===== src/rtl/pic8_pkg.sv =====
package pic8_pkg;
    localparam int DATA_W = 8;

    typedef enum logic [2:0] {
        ST_WAIT_INIT,
        ST_GET_BASE,
        ST_GET_CASC,
        ST_GET_MODE,
        ST_RUN
    } cfg_state_t;
endpackage


===== src/rtl/pic8_cfg.sv =====
module pic8_cfg
    import pic8_pkg::*;
#(
    parameter int NL = 8,
    parameter int LW = $clog2(NL)
) (
    input  logic          clk,
    input  logic          rst_n,
    input  logic          cs,
    input  logic          a0,
    input  logic          wr,
    input  logic          sel_trig,
    input  logic [NL-1:0] din,
    output logic          run,
    output logic [NL-1:0] vbase,
    output logic [NL-1:0] casc,
    output logic          aeoi,
    output logic [NL-1:0] mask,
    output logic [NL-1:0] trig,
    output logic          rd_isr,
    output logic          eoi_spec,
    output logic          eoi_any,
    output logic [LW-1:0] eoi_lvl,
    output logic          init_clr
);
    cfg_state_t state, nxt;
    logic skip_casc, want_mode;
    logic wr_cmd, wr_dat, wr_word, run_cmd;

    assign wr_cmd   = cs && wr && !a0;
    assign wr_dat   = cs && wr && a0;
    assign wr_word  = wr_dat && !sel_trig;
    assign init_clr = wr_cmd && din[4];
    assign run_cmd  = wr_cmd && !din[4] && (state == ST_RUN);
    assign eoi_spec = run_cmd && !din[3] && (din[7:5] == 3'b011);
    assign eoi_any  = run_cmd && !din[3] && (din[7:5] == 3'b001);
    assign eoi_lvl  = din[LW-1:0];
    assign run      = (state == ST_RUN);

    always_comb begin
        nxt = state;
        if (init_clr) begin
            nxt = ST_GET_BASE;
        end else begin
            unique case (state)
                ST_WAIT_INIT: nxt = ST_WAIT_INIT;
                ST_GET_BASE: if (wr_word)
                    nxt = !skip_casc ? ST_GET_CASC : (want_mode ? ST_GET_MODE : ST_RUN);
                ST_GET_CASC: if (wr_word) nxt = want_mode ? ST_GET_MODE : ST_RUN;
                ST_GET_MODE: if (wr_word) nxt = ST_RUN;
                ST_RUN:       nxt = ST_RUN;
                default:      nxt = ST_WAIT_INIT;
            endcase
        end
    end

    always_ff @(posedge clk) begin
        if (!rst_n) state <= ST_WAIT_INIT;
        else        state <= nxt;
    end

    always_ff @(posedge clk) begin
        if (!rst_n) begin
            vbase     <= '0;
            casc      <= '0;
            aeoi      <= 1'b0;
            mask      <= '1;
            trig      <= '0;
            rd_isr    <= 1'b0;
            skip_casc <= 1'b0;
            want_mode <= 1'b0;
        end else begin
            if (init_clr) begin
                skip_casc <= din[1];
                want_mode <= din[0];
                aeoi      <= 1'b0;
                rd_isr    <= 1'b0;
            end
            if (wr_dat && sel_trig) trig <= din;
            if (wr_word) begin
                unique case (state)
                    ST_GET_BASE:  vbase <= din;
                    ST_GET_CASC:  casc  <= din;
                    ST_GET_MODE:  aeoi  <= din[1];
                    ST_RUN,
                    ST_WAIT_INIT: mask  <= din;
                    default:      mask  <= mask;
                endcase
            end
            if (run_cmd && din[3] && din[1]) rd_isr <= din[0];
        end
    end

    // the word after the first word is the vector base
    a_r2_base_word: assert property (@(posedge clk) disable iff (!rst_n)
        (state == ST_GET_BASE && wr_word) |=> (vbase == $past(din)));
    // a new first word always returns the sequence to the base word
    a_r2_restart: assert property (@(posedge clk) disable iff (!rst_n)
        init_clr |=> (state == ST_GET_BASE && !rd_isr && !aeoi));
    // a running data write without trigger select lands in the mask
    a_r3_mask_write: assert property (@(posedge clk) disable iff (!rst_n)
        (state == ST_RUN && wr_word) |=> (mask == $past(din)));
endmodule


===== src/rtl/pic8_req.sv =====
module pic8_req #(
    parameter int NL = 8
) (
    input  logic          clk,
    input  logic          rst_n,
    input  logic [NL-1:0] pin,
    input  logic [NL-1:0] trig,
    input  logic [NL-1:0] clr,
    output logic [NL-1:0] irr
);
    logic [NL-1:0] pin_d;

    always_ff @(posedge clk) begin
        if (!rst_n) pin_d <= '0;
        else        pin_d <= pin;
    end

    for (genvar i = 0; i < NL; i++) begin : g_line
        always_ff @(posedge clk) begin
            if (!rst_n)
                irr[i] <= 1'b0;
            else if (trig[i])
                irr[i] <= pin[i];
            else
                irr[i] <= (irr[i] && !clr[i]) || (pin[i] && !pin_d[i]);
        end

        // an edge-mode request holds until it is acknowledged
        a_r5_edge_hold: assert property (@(posedge clk) disable iff (!rst_n)
            (!trig[i] && irr[i] && !clr[i]) |=> irr[i]);
        // a level-mode request tracks the pin
        a_r6_level_follow: assert property (@(posedge clk) disable iff (!rst_n)
            trig[i] |=> (irr[i] == $past(pin[i])));
    end
endmodule


===== src/rtl/pic8_prio.sv =====
module pic8_prio #(
    parameter int NL = 8,
    parameter int LW = $clog2(NL)
) (
    input  logic          clk,
    input  logic          rst_n,
    input  logic [NL-1:0] irr,
    input  logic [NL-1:0] mask,
    input  logic          run,
    input  logic          inta,
    input  logic          aeoi,
    input  logic          eoi_spec,
    input  logic          eoi_any,
    input  logic [LW-1:0] eoi_lvl,
    input  logic          init_clr,
    input  logic [NL-LW-1:0] base_hi,
    output logic          intr,
    output logic [NL-1:0] isr,
    output logic [NL-1:0] vec_out,
    output logic          vec_vld,
    output logic [NL-1:0] ack_clr
);
    logic [NL-1:0] elig;
    logic [LW:0]   req_idx, isr_idx;
    logic          present, ack_take;
    logic [LW-1:0] lvl;
    logic [NL-1:0] isr_n;

    assign elig = irr & ~mask;

    always_comb begin
        req_idx = (LW+1)'(NL);
        isr_idx = (LW+1)'(NL);
        for (int i = NL-1; i >= 0; i--) begin
            if (elig[i]) req_idx = (LW+1)'(i);
            if (isr[i])  isr_idx = (LW+1)'(i);
        end
    end

    assign present  = run && (req_idx < isr_idx);
    assign intr     = present;
    assign ack_take = inta && present;
    assign lvl      = present ? req_idx[LW-1:0] : '1;

    for (genvar i = 0; i < NL; i++) begin : g_clr
        assign ack_clr[i] = ack_take && (lvl == LW'(i));
    end

    always_comb begin
        isr_n = isr;
        if (init_clr) begin
            isr_n = '0;
        end else begin
            if (eoi_spec) isr_n[eoi_lvl] = 1'b0;
            if (eoi_any && (isr_idx < (LW+1)'(NL))) isr_n[isr_idx[LW-1:0]] = 1'b0;
            if (ack_take && !aeoi) isr_n[lvl] = 1'b1;
        end
    end

    always_ff @(posedge clk) begin
        if (!rst_n) begin
            isr     <= '0;
            vec_out <= '0;
            vec_vld <= 1'b0;
        end else begin
            isr     <= isr_n;
            vec_vld <= inta;
            if (inta) vec_out <= {base_hi, lvl};
        end
    end

    // a normal acknowledge adds exactly one in-service level
    a_r8_isr_set: assert property (@(posedge clk) disable iff (!rst_n)
        (inta && intr && !aeoi && !eoi_spec && !eoi_any && !init_clr)
        |=> ($countones(isr) == $countones($past(isr)) + 1));
    // specific end-of-interrupt clears its level
    a_r9_spec_eoi: assert property (@(posedge clk) disable iff (!rst_n)
        (eoi_spec && !inta) |=> !isr[$past(eoi_lvl)]);
    // automatic mode leaves in-service untouched on acknowledge
    a_r11_auto_eoi: assert property (@(posedge clk) disable iff (!rst_n)
        (inta && aeoi && !eoi_spec && !eoi_any && !init_clr) |=> (isr == $past(isr)));
    // spurious acknowledge returns level 7 and keeps in-service
    a_r12_spurious: assert property (@(posedge clk) disable iff (!rst_n)
        (inta && !intr && !eoi_spec && !eoi_any && !init_clr)
        |=> (vec_out[LW-1:0] == '1 && isr == $past(isr)));
    // vector valid follows acknowledge by one cycle
    a_r8_vec_valid: assert property (@(posedge clk) disable iff (!rst_n)
        inta |=> vec_vld);
endmodule


===== src/rtl/pic8_ctrl.sv =====
module pic8_ctrl
    import pic8_pkg::*;
#(
    parameter int NL = DATA_W,
    parameter int LW = $clog2(NL)
) (
    input  logic          clk,
    input  logic          rst_n,
    input  logic          cs,
    input  logic          a0,
    input  logic          rd,
    input  logic          wr,
    input  logic          sel_trig,
    input  logic [NL-1:0] din,
    output logic [NL-1:0] dout,
    input  logic [NL-1:0] irq_in,
    input  logic          inta,
    output logic          intr,
    output logic [NL-1:0] vec_out,
    output logic          vec_vld,
    output logic [NL-1:0] casc_word
);
    logic          run, aeoi, rd_isr, eoi_spec, eoi_any, init_clr;
    logic [NL-1:0] vbase, mask, trig, irr, isr, ack_clr;
    logic [LW-1:0] eoi_lvl;

    pic8_cfg #(.NL(NL), .LW(LW)) u_cfg (
        .clk(clk), .rst_n(rst_n), .cs(cs), .a0(a0), .wr(wr),
        .sel_trig(sel_trig), .din(din), .run(run), .vbase(vbase),
        .casc(casc_word), .aeoi(aeoi), .mask(mask), .trig(trig),
        .rd_isr(rd_isr), .eoi_spec(eoi_spec), .eoi_any(eoi_any),
        .eoi_lvl(eoi_lvl), .init_clr(init_clr)
    );

    pic8_req #(.NL(NL)) u_req (
        .clk(clk), .rst_n(rst_n), .pin(irq_in), .trig(trig),
        .clr(ack_clr), .irr(irr)
    );

    pic8_prio #(.NL(NL), .LW(LW)) u_prio (
        .clk(clk), .rst_n(rst_n), .irr(irr), .mask(mask), .run(run),
        .inta(inta), .aeoi(aeoi), .eoi_spec(eoi_spec), .eoi_any(eoi_any),
        .eoi_lvl(eoi_lvl), .init_clr(init_clr), .base_hi(vbase[NL-1:LW]),
        .intr(intr), .isr(isr), .vec_out(vec_out), .vec_vld(vec_vld),
        .ack_clr(ack_clr)
    );

    always_comb begin
        dout = '0;
        if (cs && rd) begin
            if (a0) dout = sel_trig ? trig : mask;
            else    dout = rd_isr ? isr : irr;
        end
    end

    // no interrupt is raised before configuration completes
    a_r7_idle_quiet: assert property (@(posedge clk) disable iff (!rst_n)
        !run |-> !intr);
endmodule


===== config.mk =====
export PLATFORM = sky130hd
export DESIGN_NAME = pic8_ctrl
export DESIGN_NICKNAME = d
export VERILOG_FILES = /design/src/rtl/pic8_pkg.sv /design/src/rtl/pic8_cfg.sv /design/src/rtl/pic8_req.sv /design/src/rtl/pic8_prio.sv /design/src/rtl/pic8_ctrl.sv
export SDC_FILE = /design/constraint.sdc
export NUM_CORES = 1
export LEC_CHECK = 0
export BUFFER_PORTS_ARGS = -buffer_cell sky130_fd_sc_hd__buf_2
export CORE_MARGIN = 5
export CORE_UTILIZATION = 40
export CTS_CLUSTER_SIZE = 40
export DETAILED_ROUTE_END_ITERATION = 16
export GPL_TIMING_DRIVEN = 0
export PLACE_DENSITY = 0.61
export SLEW_MARGIN = 20
export SYNTH_ARGS = -nofsm -noshare
export SYNTH_HDL_FRONTEND = slang
export SYNTH_SLANG_ARGS = --single-unit

===== constraint.sdc =====
create_clock -name clk -period 6.8 [get_ports clk]
set_input_delay 1.36 -clock clk [delete_from_list [all_inputs] [get_ports clk]]
set_output_delay 1.36 -clock clk [all_outputs]
set_load 0.01 [all_outputs]

# ---- Word level (Yosys, flattened, before mapping)
# Index checks and enable logic that the tools add are counted.
dict set report word_totals {
  register_bits 72
  input_bits 24
  wordCells 193
}
dict set report classes {
  bitwise_logic 8
  order_cmp 8
  reduce_logical 84
  n_eq_ne 19
  muxes 52
}
# cell count
set op_table {}
lappend op_table {{8-bit two-way mux} 9}
lappend op_table {{4-bit two-way mux} 16}
lappend op_table {{1-bit logical AND} 45}
lappend op_table {{8-bit bitwise AND} 3}
lappend op_table {{8-bit NOT} 3}
lappend op_table {{1-bit zero test} 21}
lappend op_table {{3-bit two-way mux} 6}
lappend op_table {{1-bit two-way mux} 17}
lappend op_table {{3-bit by 2-bit == test with 1-bit output (second input constant)} 5}
lappend op_table {{3-bit == test (second input constant)} 5}
lappend op_table {{3-bit by 4-bit less-than comparator with 1-bit output (second input constant)} 3}
lappend op_table {{3-bit case mux with 4 select lines} 1}
lappend op_table {{1-bit demux with 3-bit select} 3}
lappend op_table {{3-bit by 1-bit == test with 1-bit output (second input constant)} 3}
lappend op_table {{3-bit by 1-bit >= comparator with 1-bit output (second input constant)} 3}
lappend op_table {{3-bit by 2-bit != test with 1-bit output (second input constant)} 3}
lappend op_table {{1-bit logical OR} 8}
lappend op_table {{8-bit bitwise OR} 1}
lappend op_table {{3-bit zero test} 2}
lappend op_table {{2-bit by 1-bit != test with 1-bit output (second input constant)} 3}
lappend op_table {{2-bit AND reduction} 3}
lappend op_table {{3-bit AND reduction} 2}
lappend op_table {{4-bit less-than comparator} 1}
lappend op_table {{4-bit less-than comparator (second input constant)} 1}
lappend op_table {{other kinds (3)} 4}

# ---- Logic depth before layout (Yosys ltp)
# Gate-level depths: netlist of the first run.
dict set report depth {
  word_depth 19
  mapped_depth 11
}

# ---- Modules after synthesis
# A second synthesis of the first run with hierarchy kept.
dict set report hier_totals {
  hier_cells 421
  hier_area_um2 3726.1
}
# module seq_area_each_um2 instances area_each_um2 cells_each
set modules_own_cells {}
lappend modules_own_cells {pic8_cfg 780.7 1 1670.4 199}
lappend modules_own_cells {pic8_prio 340.3 1 1189.9 145}
lappend modules_own_cells {pic8_req 320.3 1 611.8 49}
lappend modules_own_cells {pic8_ctrl 0.0 1 254.0 28}

# ---- Worst setup path before layout of the first run
# No wires, ideal clock.
dict set report synth_path {
  kind {input -> output}
  from {input port a0}
  to {output port dout[5]}
  path_slack_ns 3.095
  n_path_buf 2
  required_time_ns 5.440
  arrival_time_ns 2.345
  stages 4
  cell_sequence {clkbuf_1 > clkbuf_1 > a211oi_1 > a211oi_1}
}
dict set report synth_via {
  elab_chain_cells 2
}
# item line
set synth_rtl {}
lappend synth_rtl {{start, declared} pic8_ctrl.sv:10} ;# input logic a0,
lappend synth_rtl {{8-bit two-way mux} pic8_ctrl.sv:51} ;# if (a0) dout = sel_trig ? trig : mask;
lappend synth_rtl {{8-bit two-way mux} pic8_ctrl.sv:50} ;# if (cs && rd) begin
lappend synth_rtl {{end, declared} pic8_ctrl.sv:15} ;# output logic [NL-1:0] dout,
# No other way between the ends.

# ---- Worst setup path after layout of the first run
# Ends and elaborated chain as after synthesis.

==> flow_summary_export.csv, run 1 <==
group,metric,value,unit
outcome,status,"finished clean",
job,drv_cap,0,
sta,max_freq,236,MHz
power_and_ir_drop,p_per_area,200,nW/um^2
sta,worst_slew_margin_rel,47.3,%
global_routing,grt_use_met1,26.8,%
cts,cts.sinks,69,
synth,ys_ff_latch,69,
cts,clockBufferDepth,2,
sta,fin_crit_sh,62.2,%
worst_hold_path,holdPathEnd,"u_cfg.want_mode",
critical_path,r2r-start,"u_cfg.mask[4]",
global_routing,antenna_found_initial,0,
synth,synth_warnings,0,
floorplan,num_rows,34,
cts,clk_latency,0.35,ns
synth,synth.distinct_cells,54,
floorplan,core_area,8720,um^2
route,wl,10.6,mm
route,wl_per_cell,18.1,um
route,drtIter0Drc,176,
route,vias,3256,
final_layout,final_nets,496,
synth,synth_seq_area_share,38.6,%
sta,clock_skew,0.00817,ns
placement,io_buffer_count,44,
floorplan,die_x,105,um
route,vias_per_cell,5.59,
critical_path,arrival,2.87,ns
global_routing,grt_max_degree,14,
critical_path,r2r-end,"u_prio.isr[1]",
power_and_ir_drop,peakVddDrop,140,uV
global_routing,grt.total_usage,19.7,%
route,antenna_left,0,
sta,max_slew.worst_pin.slew,0.785,ns
placement,post-dp-hpwl,7.96,mm
cts,h-tree-depth,3,
sta,rsz0062_at_grt,"false",
final_layout,drive_above_1_share,15.2,%
cts,post_cts_buffers,0,
sta,whs,0.483,ns
floorplan,io_pins,50,
critical_path,critical_path_class,"primary input to output pin",
route,drt-pass1-iter-count,4,
final_layout,antenna_cells,0,
sta,period_needed,4.23,ns
cts,cts_root_buffer,"clkbuf_8",
cts,numCtsBuffers,9,
critical_path,cp-start-kind,"primary input",
sta,drv_slew,0,
critical_path,critPathMaxFanout,10,
global_routing,grt_pass1_wl,17.4,mm
synth,synth_area_per_cell,8.64,um^2
synth,synth_area,3580,um^2
floorplan,start_util,41.0,%
sta,setup_tns,0,ns
sta,final_hold_viol_count,0,
cts,cts_tree,"built",
worst_hold_path,hold_depth,2,
global_routing,met3_usage,5.73,%
critical_path,timing.reg2reg.setup_slack,4.17,ns
final_layout,final_common_cell,"dfxtp_1",
critical_path,cp-end-kind,"output pin",
global_routing,first_global_vias,3159,
cts,hold_buffers,0,
placement,place_congestion,0.909,
route,drcViolationCount,0,
final_layout,final_cell_mix,"dfxtp_1, nand2_1, buf_2",
global_routing,grt.overflow.total,0,
critical_path,reg2reg_depth,10,
critical_path,worstPathRequired,5.44,ns
global_routing,top_usage_layer,"met2",
cts,cts_resized,0,
worst_hold_path,min_from,"u_cfg.want_mode",
synth,syn-num-nets,441,
synth,synth_edf_count,0,
global_routing,grt_use_met2,30.9,%
sta,setup_viol,0,
synth,dominantRegCellSynth,"dfxtp_1",
floorplan,die_y,105,um
floorplan,design.die.area,10900,um^2
synth,synthCells,414,
power_and_ir_drop,power_leakage,0.00168,uW
synth,synth-async-reset-ratio,0,%
final_layout,nFillCells,880,
worst_hold_path,min_path_type,"flip-flop to flip-flop",
final_layout,area_growth,14.9,%
cts,clk_pin_slew,0.08,ns
kinds of logic (layout without fill, tap and decap cells):
family / after synthesis / in the layout / synth area share (%)
AO/OA/AOI/OAI: 94 / 94 / 18.6
flip-flops: 69 / 69 / 38.6
buffers and inverters: 39 / 99 / 4.86
adder cells (fa/ha/maj): 3 / 3 / 1.05
multiplexers: 27 / 27 / 7.56
AND/OR/NAND/NOR: 182 / 182 / 29.3
per-layer routing:
metal | up-vias | wire length, um
met4 | 0 | 114
met3 | 11 | 698
met2 | 103 | 4890
met5 | - | 0
li1 | 1598 | -
met1 | 1544 | 4860
per-stage QoR:
step | cells | utilization [%] | cell area [um^2] | setup WS, ns | total power, uW
after floorplan | 414 | - | 3580 | 3.10 | 487
after global placement | 566 | 45.1 | 3930 | 2.58 | 520
after detailed placement | 566 | 45.1 | 3930 | 2.60 | 522
after CTS | 582 | 47.1 | 4110 | 2.60 | 829
after global routing | 582 | 47.1 | 4110 | 2.44 | 863
final | 582 | 47.1 | 4110 | 2.57 | 820
critical path: stages:
cell,delay [ns]
buf_2,0.10
clkbuf_1,0.40
clkbuf_1,0.44
a211oi_1,0.11
a211oi_1,0.28
buf_2,0.18
registers in the layout (all words and copies together), names as in the netlist:
name / count
u_cfg.trig: 8
u_cfg.aeoi: 1
u_cfg.vbase: 5
u_cfg.casc: 8
u_prio.isr: 8
u_req.irr: 8
u_prio.vec_out: 8
u_cfg.rd_isr: 1
u_cfg.skip_casc: 1
u_cfg.state: 3
u_cfg.mask: 8
u_req.pin_d: 8
u_prio.vec_vld: 1
u_cfg.want_mode: 1
synthesized netlist by cell type (2+ instances only):
master | n | area [um^2]
o41ai_1 | 5 | 43.8
and2_1 | 15 | 93.8
buf_6 | 3 | 33.8
a21oi_1 | 14 | 70.1
o31ai_1 | 4 | 30.0
o211ai_1 | 6 | 45.0
nor2_1 | 17 | 63.8
dfxtp_1 | 69 | 1380
nand4_1 | 5 | 31.3
nor3_1 | 8 | 40.0
a21o_1 | 2 | 15.0
and3_1 | 3 | 18.8
nor4_4 | 2 | 42.5
nand2b_1 | 10 | 62.6
nand4b_1 | 2 | 17.5
nor3b_1 | 2 | 15.0
a21boi_0 | 12 | 90.1
mux2i_1 | 27 | 270
o21ai_0 | 12 | 60.1
nor2b_1 | 31 | 194
a211oi_1 | 17 | 128
inv_1 | 14 | 52.6
nand2_1 | 51 | 191
o211a_1 | 2 | 20.0
o2bb2ai_1 | 2 | 17.5
a31oi_1 | 5 | 31.3
o22ai_1 | 3 | 18.8
nand3b_1 | 3 | 22.5
and4_1 | 2 | 17.5
a32oi_1 | 2 | 17.5
clkbuf_1 | 20 | 75.1
ha_1 | 3 | 37.5
nand3_1 | 19 | 95.1
o311ai_0 | 2 | 17.5
where the power goes:
| part | internal (uW) | switching [uW] | leakage (uW) |
|---|---|---|---|
| clock | 136 | 172 | 0.0000908 |
| sequential | 416 | 8.55 | 0.000563 |
| combinational | 34.3 | 53.5 | 0.00102 |
| total | 586 | 234 | 0.00168 |
worst max path at each step:
stage          startpoint  endpoint  slack (ns)
2_1_floorplan          a0   dout[5]        3.10
3_3_place_gp           a0   dout[5]        2.58
3_5_place_dp           a0   dout[5]        2.60
4_1_cts                a0   dout[5]        2.60
5_1_grt                a0   dout[5]        2.44
6_report               a0   dout[5]        2.57
layout make-up:
class	instances	area [um^2]	area share, %
Sequential cell	69	1380	33.6
Clock buffer	10	128	3.11
Timing Repair Buffer	44	220	5.36
Clock inverter	6	48.8	1.19
Multi-Input combinational cell	306	2020	49.2
Tap cell	108	135	3.29
Inverter	14	52.6	1.28
Buffer	25	121	2.95
Note: power is estimated with default switching activity, not from simulation.
==> run 2: changes to the inputs <==
PLACE_DENSITY = 0.63   (was 0.61)
clock period = 3.45 ns   (was 6.8 ns; I/O delays follow)
==> flow_summary_export.csv, run 2 (synthesis results as in run 1) <==
group,metric,value,unit
sta,period_needed,3.19,ns
cts,cts_tree,"built",
power_and_ir_drop,peakVddDrop,226,uV
cts,post_cts_buffers,0,
critical_path,reg2reg_depth,10,
sta,setup_tns,0,ns
placement,post-dp-hpwl,7.76,mm
critical_path,timing.reg2reg.setup_slack,0.89,ns
cts,h-tree-depth,3,
critical_path,cp-end-kind,"output pin",
sta,drv_slew,0,
placement,io_buffer_count,44,
route,drtIter0Drc,192,
global_routing,grt.total_usage,19.4,%
critical_path,arrival,2.50,ns
placement,placed_cells,566,
critical_path,path_buf_inv,2,
critical_path,crit_end,"intr",
route,drt-pass1-iter-count,5,
sta,worst_slew_margin_rel,47.2,%
critical_path,r2r-start,"u_cfg.mask[4]",
sta,setup_viol,0,
placement,place_congestion,0.956,
final_layout,fin_cells,582,
cts,cts.sinks,69,
final_layout,nFillCells,862,
critical_path,cp-start-kind,"flip-flop",
route,drcViolationCount,0,
cts,clk_pin_slew,0.08,ns
critical_path,cp_cell_sequence,"nand2b_1 > and2_1 > nand2_1 > a211o_1 > inv_1 > ha_1 > o211ai_1 > and3_1 > a21o_1 > buf_2",
critical_path,startpoint,"u_cfg.mask[4]",
final_layout,final-seq-area,1380,um^2
critical_path,cpPeakStageDelay,0.40,ns
cts,hold_buffers,0,
floorplan,num_rows,34,
power_and_ir_drop,power_leakage,0.00168,uW
global_routing,grt_max_degree,14,
power_and_ir_drop,power,1690,uW
floorplan,start_util,41.0,%
cts,cts_root_buffer,"clkbuf_8",
final_layout,multi_input_area,2020,um^2
cts,cts_resized,0,
route,wl,10.5,mm
route,vias_per_cell,5.69,
sta,rsz0062_at_grt,"false",
critical_path,cp.depth,10,
critical_path,critPathMaxFanout,5,
cts,clk_latency,0.36,ns
final_layout,final_common_cell,"dfxtp_1",
critical_path,r2r-end,"u_prio.isr[1]",
critical_path,worst_path_max_delay_cell,"dfxtp_1",
floorplan,io_pins,50,
final_layout,design_area,4130,um^2
cts,clockBufferDepth,2,
sta,final_hold_viol_count,0,
final_layout,antenna_cells,0,
sta,max_slew.worst_pin.slew,0.786,ns
global_routing,grt_pass1_wl,16.9,mm
critical_path,crit_family,"simple AND/OR/NAND/NOR gates",
final_layout,post-route-util,47.4,%
route,antenna_left,0,
global_routing,first_global_vias,3216,
sta,clock_skew,0.00944,ns
sta,max_freq,313,MHz
final_layout,final_cell_mix,"dfxtp_1, nand2_1, buf_2",
global_routing,antenna_found_initial,0,
floorplan,die_y,105,um
critical_path,critical_path_class,"flip-flop to output pin",
floorplan,design.die.area,10900,um^2
outcome,status,"finished clean",
power_and_ir_drop,p_per_area,409,nW/um^2
final_layout,drive_above_1_share,15.2,%
worst_hold_path,min_path_type,"flip-flop to flip-flop",
cts,numCtsBuffers,9,
sta,fin_crit_sh,92.6,%
job,drv_cap,0,
floorplan,core_area,8720,um^2
global_routing,grt.overflow.total,0,
final_layout,final_nets,496,
route,wl_per_cell,18.0,um
floorplan,die_x,105,um
placement,placed_area,3930,um^2
critical_path,worstPathRequired,2.76,ns
route,vias,3310,
final_layout,area_growth,15.5,%
[run 2: tightest hold or removal path: cells and delay by family (launching register included)]
family / cells / cell delay (ns)
AOI/OAI and AO/OA: 2 / 0.11
buffers and inverters: 1 / 0.04
DFF: 1 / 0.30
[run 2: worst min-delay path by stage]
stage	slack [ns]	cells after the start	from	end
final	0.48	3	u_req.pin_d[3]	u_req.irr[3]
after global routing	0.51	2	u_req.irr[3]	u_req.irr[3]
after CTS	0.49	3	u_req.pin_d[3]	u_req.irr[3]
after detailed placement	0.48	2	u_prio.vec_out[0]	u_prio.vec_out[0]
after global placement	0.47	3	u_req.pin_d[1]	u_req.irr[1]
after floorplan	0.45	3	u_req.pin_d[1]	u_req.irr[1]
[run 2: metrics by stage]
step                worst slack (ns)  hold WS (ns)
floorplan                      0.979         0.446
finish                         0.255         0.482
global route                  0.0502         0.514
global placement               0.622         0.466
detailed placement             0.555         0.477
CTS                            0.260         0.493
[run 2: power breakdown]
part           internal [uW]  total, uW  switching, uW
clock                    340        683            342
sequential               820        837           17.5
combinational           67.6        172            104
[run 2: final cells by class]
class                           count  share of cell area [%]
Buffer                             25                    2.94
Clock buffer                       10                    3.09
Clock inverter                      6                    1.76
Inverter                           14                    1.27
Multi-Input combinational cell    306                    48.9
Sequential cell                    69                    33.4
Tap cell                          108                    3.27
Timing Repair Buffer               44                    5.33
[run 2: metal layers]
| layer | vias to the layer above | track usage [%] | share of wire [%] |
|---|---|---|---|
| met5 | - | 0 | 0 |
| met4 | 0 | 5.74 | 1.3 |
| met3 | 10 | 6.04 | 6.3 |
| met2 | 114 | 30.9 | 46 |
| met1 | 1591 | 25.2 | 46 |
| li1 | 1595 | - | - |
==> run 3: changes to the inputs <==
PLACE_DENSITY = unset   (was 0.63)
==> flow_summary_export.csv, run 3 (synthesis results as in run 1) <==
group,metric,value,unit
route,vias,3274,
placement,post-dp-hpwl,7.98,mm
route,wl_per_cell,18.4,um
sta,setup_tns,0,ns
sta,drv_slew,0,
sta,max_slew.worst_pin.slew,0.755,ns
cts,hold_buffers,0,
critical_path,r2r-end,"u_prio.isr[5]",
sta,worst_slew_margin_rel,49.3,%
critical_path,cpPeakStageDelay,0.35,ns
critical_path,arrival,2.49,ns
power_and_ir_drop,power_frac_clock,38.5,%
worst_hold_path,min_from,"u_req.pin_d[7]",
cts,clk_latency,0.35,ns
route,drt-pass1-iter-count,5,
job,drv_cap,0,
worst_hold_path,holdPathEnd,"u_req.irr[7]",
route,drtIter0Drc,153,
cts,clk_pin_slew,0.08,ns
power_and_ir_drop,power_leakage,0.00168,uW
final_layout,drive_above_1_share,15.4,%
sta,clock_skew,0.0139,ns
cts,cts_resized,0,
placement,io_buffer_count,44,
global_routing,first_global_vias,3211,
floorplan,die_y,105,um
final_layout,final_common_cell,"dfxtp_1",
floorplan,io_pins,50,
sta,fin_crit_sh,92.2,%
global_routing,grt_max_degree,14,
critical_path,path_buf_inv,1,
cts,post_cts_buffers,0,
floorplan,core_area,8720,um^2
cts,numCtsBuffers,9,
route,vias_per_cell,5.63,
sta,period_needed,3.18,ns
critical_path,crit_family,"simple AND/OR/NAND/NOR gates",
floorplan,die_x,105,um
route,antenna_left,0,
global_routing,antenna_found_initial,0,
critical_path,worst_path_max_delay_cell,"dfxtp_1",
sta,rsz0062_at_grt,"false",
cts,h-tree-depth,3,
final_layout,final_cell_mix,"dfxtp_1, nand2_1, buf_2",
placement,place_congestion,0.960,
critical_path,timing.reg2reg.setup_slack,0.90,ns
outcome,status,"finished clean",
global_routing,grt_pass1_wl,17.1,mm
route,wl,10.7,mm
cts,cts_tree,"built",
floorplan,start_util,41.0,%
critical_path,critPathMaxFanout,6,
power_and_ir_drop,p_sw,472,uW
floorplan,design.die.area,10900,um^2
global_routing,grt.total_usage,19.6,%
final_layout,post-route-util,47.2,%
final_layout,area_growth,15.1,%
critical_path,r2r-start,"u_cfg.mask[4]",
floorplan,num_rows,34,
sta,max_freq,315,MHz
critical_path,critical_path_class,"flip-flop to output pin",
sta,final_hold_viol_count,0,
final_layout,antenna_cells,0,
power_and_ir_drop,swShare,28.7,%
global_routing,grt.overflow.total,0,
critical_path,cp-start-kind,"flip-flop",
cts,cts.sinks,69,
critical_path,reg2reg_depth,10,
power_and_ir_drop,pwr-share-comb,10.5,%
final_layout,final_nets,496,
critical_path,cp-end-kind,"output pin",
critical_path,cp_cell_sequence,"nor2b_1 > nor2_1 > nand2_1 > nor2_1 > ha_1 > a21oi_1 > nand2_1 > a211oi_2 > a21o_1 > buf_2",
power_and_ir_drop,peakVddDrop,225,uV
power_and_ir_drop,power_frac_seq,50.9,%
cts,cts_root_buffer,"clkbuf_8",
power_and_ir_drop,p_int,1170,uW
sta,setup_viol,0,
cts,clockBufferDepth,2,
worst_hold_path,hold_depth,3,
sta,whs,0.484,ns
power_and_ir_drop,p_per_area,400,nW/um^2
route,drcViolationCount,0,
worst_hold_path,min_path_type,"flip-flop to flip-flop",
critical_path,worstPathRequired,2.76,ns
run 3: cell count changes in the layout (fill, tap and decap cells not counted):
cell and change:
clkinv_2 +1, clkbuf_8 +1, clkbuf_1 -1, bufinv_16 -1
run 3: routing by layer:
metal,global-route usage [%],share of wire [%]
met5,0,0
met4,6.11,1.8
met3,4.99,6.5
met2,30.8,45
met1,26.5,47
run 3: final cells by class:
type                       instances  area, um^2
clock inverter                     6        47.5
clock buffer                      10         138
timing repair buffer              44         220
tap                              108         135
inverter                          14        52.6
multi-input combinational        306        2020
fill                             875        4600
sequential                        69        1380
buffer                            25         121
run 3: tightest hold or removal path, cell delays in order (launching register included):
cell and delay (ns):
dfxtp_1 0.30, inv_1 0.04, o21ai_0 0.06, o31ai_1 0.06
run 3: power groups by stage:
stage / logic, uW / registers [uW] / clock network [uW]
detailed placement: 172 / 857 / 0
global route: 192 / 841 / 678
CTS: 173 / 838 / 646
finish: 173 / 838 / 634
floorplan: 110 / 851 / 0
global placement: 169 / 856 / 0
run 3: worst max path at each step:
| stage | start | endpoint | slack [ns] | cells after the start |
|---|---|---|---|---|
| finish | u_req.irr[0] | intr | 0.27 | 10 |
| global route | u_req.irr[0] | intr | 0.1 | 10 |
| CTS | u_prio.isr[0] | intr | 0.29 | 9 |
| detailed placement | a0 | dout[6] | 0.44 | 6 |
| global placement | a0 | dout[6] | 0.49 | 6 |
| floorplan | u_prio.isr[0] | intr | 0.98 | 8 |
run 3: metrics by stage:
| stage | setup slack [ns] | power [uW] | area, um^2 | cells |
|---|---|---|---|---|
| floorplan | 0.979 | 961 | 3580 | 414 |
| global placement | 0.487 | 1030 | 3930 | 566 |
| detailed placement | 0.442 | 1030 | 3930 | 566 |
| CTS | 0.287 | 1660 | 4120 | 582 |
| global route | 0.0993 | 1710 | 4120 | 582 |
| finish | 0.271 | 1640 | 4120 | 582 |
